[config.mk]
export PLATFORM = sky130hd
export DESIGN_NAME = sk_irq_reporter
export DESIGN_NICKNAME = d
export VERILOG_FILES = /design/src/rtl/sk_irq_pkg.sv /design/src/rtl/sk_pend_table.sv /design/src/rtl/sk_cyl_store.sv /design/src/rtl/sk_result_seq.sv /design/src/rtl/sk_irq_reporter.sv
export SDC_FILE = /design/constraint.sdc
export NUM_CORES = 1
export LEC_CHECK = 0
export ABC_CLOCK_PERIOD_IN_PS = 4800
export BUFFER_PORTS_ARGS = -buffer_cell sky130_fd_sc_hd__buf_2
export CAP_MARGIN = 40
export CORE_MARGIN = 4
export CORE_UTILIZATION = 46
export CTS_BUF_LIST = sky130_fd_sc_hd__clkbuf_4 sky130_fd_sc_hd__clkbuf_8
export CTS_CLUSTER_SIZE = 40
export DETAILED_ROUTE_END_ITERATION = 8
export PLACE_DENSITY_LB_ADDON = 0.08
export REMOVE_ABC_BUFFERS = 1
export SLEW_MARGIN = 10
export SYNTH_ARGS = -nofsm -noshare
export SYNTH_HDL_FRONTEND = slang
export SYNTH_SLANG_ARGS = --single-unit
[constraint.sdc]
create_clock -name clk -period 4.8 [get_ports clk]
set_clock_uncertainty 0.1 [all_clocks]
set_input_delay 0.24 -clock clk [delete_from_list [all_inputs] [get_ports clk]]
set_output_delay 0.24 -clock clk [all_outputs]
set_load 0.01 [all_outputs]
[src/rtl/sk_irq_pkg.sv]
package sk_irq_pkg;
  localparam int DRV_W = 2;

  localparam logic [1:0] IC_NORM  = 2'b00;
  localparam logic [1:0] IC_ABN   = 2'b01;
  localparam logic [1:0] IC_INVAL = 2'b10;

  typedef enum logic [1:0] {
    RS_IDLE = 2'd0,
    RS_ST0  = 2'd1,
    RS_CYL  = 2'd2
  } rs_state_e;

  // Status byte: code, seek-end, two zero flags, head (always 0), drive
  function automatic logic [7:0] mk_status(input logic [1:0] ic,
                                           input logic se,
                                           input logic [DRV_W-1:0] drv);
    return {ic, se, 1'b0, 1'b0, 1'b0, drv};
  endfunction
endpackage

[src/rtl/sk_pend_table.sv]
module sk_pend_table
  import sk_irq_pkg::*;
#(
  parameter int NUM_DRIVES = 4
) (
  input  logic                  clk,
  input  logic                  rst,
  input  logic                  set_v,
  input  logic [DRV_W-1:0]      set_drv,
  input  logic                  set_abn,
  input  logic                  clr_v,
  input  logic [DRV_W-1:0]      clr_drv,
  input  logic                  wipe,
  output logic [NUM_DRIVES-1:0] pend_q,
  output logic [NUM_DRIVES-1:0] pend_d,
  output logic                  any_pend,
  output logic [DRV_W-1:0]      sel_drv,
  output logic                  sel_abn
);
  logic [NUM_DRIVES-1:0] abn_q, abn_d;

  // Clear first, then set: a completion in the collecting cycle survives
  always_comb begin
    pend_d = pend_q;
    abn_d  = abn_q;
    if (wipe) begin
      pend_d = '0;
      abn_d  = '0;
    end else begin
      if (clr_v) pend_d[clr_drv] = 1'b0;
      if (set_v) begin
        pend_d[set_drv] = 1'b1;
        abn_d[set_drv]  = set_abn;
      end
    end
  end

  always_ff @(posedge clk) begin
    if (rst) begin
      pend_q <= '0;
      abn_q  <= '0;
    end else begin
      pend_q <= pend_d;
      abn_q  <= abn_d;
    end
  end

  // Lowest-numbered pending drive wins
  always_comb begin
    sel_drv = '0;
    for (int i = NUM_DRIVES - 1; i >= 0; i--) begin
      if (pend_q[i]) sel_drv = DRV_W'(i);
    end
  end

  assign sel_abn  = abn_q[sel_drv];
  assign any_pend = |pend_q;
endmodule

[src/rtl/sk_cyl_store.sv]
module sk_cyl_store
  import sk_irq_pkg::*;
#(
  parameter int NUM_DRIVES = 4,
  parameter int CYL_W      = 8
) (
  input  logic             clk,
  input  logic             rst,
  input  logic             wipe,
  input  logic             we,
  input  logic [DRV_W-1:0] waddr,
  input  logic [CYL_W-1:0] wdata,
  input  logic             rd_en,
  input  logic [DRV_W-1:0] raddr,
  output logic [CYL_W-1:0] rd_q
);
  logic [CYL_W-1:0] mem [NUM_DRIVES];

  always_ff @(posedge clk) begin
    if (rst || wipe) begin
      for (int i = 0; i < NUM_DRIVES; i++) mem[i] <= '0;
    end else if (we) begin
      mem[waddr] <= wdata;
    end
  end

  // Read-first capture: sees the value from before a same-edge write
  always_ff @(posedge clk) begin
    if (rst) rd_q <= '0;
    else if (rd_en) rd_q <= mem[raddr];
  end
endmodule

[src/rtl/sk_result_seq.sv]
module sk_result_seq
  import sk_irq_pkg::*;
#(
  parameter int CYL_W = 8
) (
  input  logic             clk,
  input  logic             rst,
  input  logic             start,
  input  logic             rep_seek,
  input  logic [1:0]       ic,
  input  logic [DRV_W-1:0] drv,
  input  logic [CYL_W-1:0] cyl_rd,
  input  logic             ready,
  output logic             valid,
  output logic [CYL_W-1:0] data,
  output logic             first,
  output logic             idle
);
  rs_state_e state_q;
  logic      two_q;

  always_ff @(posedge clk) begin
    if (rst) begin
      state_q <= RS_IDLE;
      valid   <= 1'b0;
      data    <= '0;
      first   <= 1'b0;
      two_q   <= 1'b0;
    end else begin
      unique case (state_q)
        RS_IDLE: begin
          if (start) begin
            state_q <= RS_ST0;
            valid   <= 1'b1;
            first   <= 1'b1;
            two_q   <= rep_seek;
            data    <= rep_seek ? CYL_W'(mk_status(ic, 1'b1, drv))
                                : CYL_W'(mk_status(IC_INVAL, 1'b0, '0));
          end
        end
        RS_ST0: begin
          if (ready) begin
            first <= 1'b0;
            if (two_q) begin
              state_q <= RS_CYL;
              data    <= cyl_rd;
            end else begin
              state_q <= RS_IDLE;
              valid   <= 1'b0;
            end
          end
        end
        RS_CYL: begin
          if (ready) begin
            state_q <= RS_IDLE;
            valid   <= 1'b0;
          end
        end
        default: state_q <= RS_IDLE;
      endcase
    end
  end

  assign idle = (state_q == RS_IDLE);
endmodule

[src/rtl/sk_irq_reporter.sv]
module sk_irq_reporter
  import sk_irq_pkg::*;
#(
  parameter int NUM_DRIVES = 4,
  parameter int CYL_W      = 8
) (
  input  logic                  clk,
  input  logic                  rst,
  input  logic [DRV_W-1:0]      drv_sel_i,
  input  logic                  seek_done_i,
  input  logic                  seek_abn_i,
  input  logic                  pcn_we_i,
  input  logic [CYL_W-1:0]      pcn_i,
  input  logic                  result_entry_i,
  input  logic                  ndma_req_i,
  input  logic                  sense_i,
  input  logic                  pwr_down_i,
  output logic                  irq_o,
  output logic [NUM_DRIVES-1:0] busy_o,
  output logic                  res_valid_o,
  output logic [CYL_W-1:0]      res_data_o,
  input  logic                  res_ready_i
);
  logic                  pwr_q;
  logic                  active, wipe, accept;
  logic [NUM_DRIVES-1:0] pend_q, pend_d;
  logic                  any_pend, sel_abn, seq_idle, res_first;
  logic [DRV_W-1:0]      sel_drv;
  logic [CYL_W-1:0]      cyl_rd;
  logic                  other_q, other_d, irq_q;

  assign active = ~pwr_down_i & ~pwr_q;
  assign wipe   = pwr_q & ~pwr_down_i;
  assign accept = sense_i & active & seq_idle;

  sk_pend_table #(.NUM_DRIVES(NUM_DRIVES)) u_pend (
    .clk     (clk),
    .rst     (rst),
    .set_v   (seek_done_i & active),
    .set_drv (drv_sel_i),
    .set_abn (seek_abn_i),
    .clr_v   (accept & any_pend),
    .clr_drv (sel_drv),
    .wipe    (wipe),
    .pend_q  (pend_q),
    .pend_d  (pend_d),
    .any_pend(any_pend),
    .sel_drv (sel_drv),
    .sel_abn (sel_abn)
  );

  sk_cyl_store #(.NUM_DRIVES(NUM_DRIVES), .CYL_W(CYL_W)) u_cyl (
    .clk  (clk),
    .rst  (rst),
    .wipe (wipe),
    .we   (pcn_we_i & active),
    .waddr(drv_sel_i),
    .wdata(pcn_i),
    .rd_en(accept),
    .raddr(sel_drv),
    .rd_q (cyl_rd)
  );

  sk_result_seq #(.CYL_W(CYL_W)) u_seq (
    .clk     (clk),
    .rst     (rst),
    .start   (accept),
    .rep_seek(any_pend),
    .ic      (sel_abn ? IC_ABN : IC_NORM),
    .drv     (sel_drv),
    .cyl_rd  (cyl_rd),
    .ready   (res_ready_i),
    .valid   (res_valid_o),
    .data    (res_data_o),
    .first   (res_first),
    .idle    (seq_idle)
  );

  always_comb begin
    if (wipe) other_d = 1'b0;
    else      other_d = (other_q & ~accept) |
                        ((result_entry_i | ndma_req_i) & active);
  end

  always_ff @(posedge clk) begin
    if (rst) begin
      pwr_q   <= 1'b0;
      other_q <= 1'b0;
      irq_q   <= 1'b0;
    end else begin
      pwr_q   <= pwr_down_i;
      other_q <= other_d;
      irq_q   <= (|pend_d) | other_d;
    end
  end

  assign irq_o  = irq_q;
  assign busy_o = pend_q;
endmodule

==> out/summary.txt <==
# placed instances = 359
CP Class = reg2reg
Max frequency = 422.4 MHz
Mapped Area = 2868 um2
Clk root buf = clkbuf_8
Core Region = 5991 um2
CTS Hold Bufs = 0
Post-Layout Cell Count = 375
Period utilization = 0.4933
Yosys warning total = 0
Nets = 320
Lkg Pwr = 1.347 nW
Crit path arrival time = 2.29 ns
Layout cells sized above 1 = 0.2067
Setup Fix Bufs, Post-CTS = 0
Crit path capture type = flip-flop
Pins over their slew limit = 0
GPL Wtd Cong = 0.7603
Die ar. = 7561 um2
Wire per inst = 16.09 um
Post-CTS Resized = 0
Area growth syn-to-layout = 14.53%
CTS Sinks = 63
Power per cell area = 386.4 nW/um2
Peak supply drop = 0.2031 mV
Fillers = 546
EDFF count, synth = 32
Main flop type after synthesis = edfxtp_1
Max clock buf depth = 2
Synth area leader = edfxtp_1
Sequential element share of the synthesized area = 0.5515
CP required = 4.72 ns
I/O pin total = 34
GRT Total Usage = 0.1774
Slew margin rel. = 0.4014
IO Port Bufs = 33
First-pass GRT wire length = 10.04 mm
Post-synth top cells = edfxtp_1, nor2_1, dfxtp_1
H-tree depth = 3
Worst Tran Pin Value = 0.8960 ns
Antenna Violating Nets Remaining = 0
GRT met2 Usage = 0.2505
Num CTS Buffers = 9
Drc violations = 0
Worst-path clk slew = 0.07 ns
Crit path max fanout = 9
Status = finished clean
Final setup violation count = 0
Worst skew pair latency = 0.33 ns
Congestion Overflow GR = 0
Initial antenna violation count = 0
Max-cap viol count = 0
TritonCTS clock tree = yes
DRT Wirelength = 6.035 mm
Vias per inst = 5.400
First DRT Iteration DRCs = 137
Cells after Synth = 265
Synth Register Bits = 63
Setup TNS = 0 ns
Synth area leaders = edfxtp_1, dfxtp_1, and2_1
Grt met1 use = 0.2532
Critical path startpoint category = flip-flop
Busiest grt layer = met1
Vias in the first global route = 1941
Die width = 86.96 um
# rows = 28
Worst hold path class = in2reg
Yosys cell types = 42
Share of the synthesized area in the top cell type = 0.3351
Avg Cell Area, Syn = 10.82 um2
DRT Pass-1 Iters = 4
Starting Density = 0.4787
Vias after detailed routing = 2025
Die height = 86.96 um
Ys async rst share = 0
Largest net degree at the start of global routing = 26
GR Util met3 = 0.04163
Antenna cell count = 0
Dpl hpwl = 4.309 mm
Unrepaired setup endpoints after global routing = no
Final Hold Vio Count = 0
Final min period = 2.368 ns
flip-flops by register name, indices dropped and copies added, names as in the netlist:
| register | flops |
|---|---|
| u_cyl.mem | 32 |
| u_cyl.rd_q | 8 |
| pwr_q | 1 |
| u_seq.data | 8 |
| u_pend.abn_q | 4 |
| u_seq.two_q | 1 |
| u_seq.state_q | 2 |
| irq_o | 1 |
| u_pend.pend_q | 4 |
| other_q | 1 |
| u_seq.valid | 1 |
per-layer routing:
layer	vias up	wire length (um)
met4	0	121
met1	949	3066
li1	1028	-
met5	-	0
met3	9	298
met2	39	2550
stage by stage:
step / hold slack, ns / area [um2] / power [mW] / setup slack [ns] / util
6_report: 0.1061 / 3284 / 1.269 / 2.432 / 0.5482
5_1_grt: 0.1182 / 3284 / 1.334 / 2.241 / 0.5482
4_1_cts: 0.08855 / 3284 / 1.280 / 2.431 / 0.5482
3_5_place_dp: 0.3505 / 3073 / 0.7886 / 2.454 / 0.5129
3_3_place_gp: 0.3465 / 3065 / 0.7850 / 2.527 / 0.5117
2_1_floorplan: 0.2046 / 2799 / 0.7321 / 3.000 / -
cell usage in the layout (no fill, tap or decap), types with 3 or more instances in the layout:
master | synthesis | routed
a211oi_1 | 8 | 8
a21oi_1 | 19 | 19
a22o_1 | 8 | 8
a22oi_1 | 8 | 8
a311oi_1 | 3 | 3
and2_1 | 30 | 30
and3_1 | 10 | 10
buf_2 | 1 | 33
clkbuf_8 | 0 | 9
dfxtp_1 | 31 | 31
edfxtp_1 | 32 | 32
ha_1 | 5 | 5
inv_1 | 5 | 5
mux2i_1 | 8 | 8
nand2_1 | 5 | 5
nand2b_1 | 4 | 4
nand3b_1 | 3 | 3
nor2_1 | 32 | 32
nor2b_1 | 3 | 3
nor3_1 | 3 | 3
o21ai_0 | 5 | 5
or2_2 | 5 | 5
worst max-delay path, stage by stage (launching register included):
cell	delay, ns
dfxtp_1	0.38
nor2_1	0.31
nand3b_1	0.15
nor3b_1	0.76
or2_2	0.37
cell type report:
cell class                      instances  area (um2)  share of cell area
Multi-Input combinational cell        181        1199              0.3650
Sequential cell                        63        1582              0.4815
Clock buffer                           11       138.9             0.04229
Inverter                                5       18.77            0.005714
Clock inverter                          5       72.57             0.02210
Tap cell                               75       93.84             0.02857
Timing Repair Buffer                   35       180.2             0.05486
power by group:
group	leakage, nW	internal, mW	switching [mW]	total, mW
Combinational	0.636	0.0650	0.0958	0.161
Clock	0.109	0.300	0.194	0.494
Sequential	0.602	0.598	0.0163	0.614
logic make-up after synthesis:
group / share of synthesized area
buf+inv: 0.03054
mux: 0.02792
fa+ha+maj: 0.02182
flops: 0.5515
compound gates: 0.1654
simple gates: 0.2029
worst paths after layout:
check | from | to | slack, ns | cells past startpoint
max | pwr_q$_SDFF_PP0_ | u_cyl.mem[1][3]$_SDFFCE_PN0P_ | 2.43 | 4
min | seek_abn_i | u_pend.abn_q[0]$_SDFFE_PP0P_ | 0.11 | 3
max reg2reg | pwr_q$_SDFF_PP0_ | u_cyl.mem[1][3]$_SDFFCE_PN0P_ | 2.43 | 4
min reg2reg | other_q$_SDFF_PP0_ | other_q$_SDFF_PP0_ | 0.36 | 2
No activity file was read; power rests on OpenSTA's default activity.
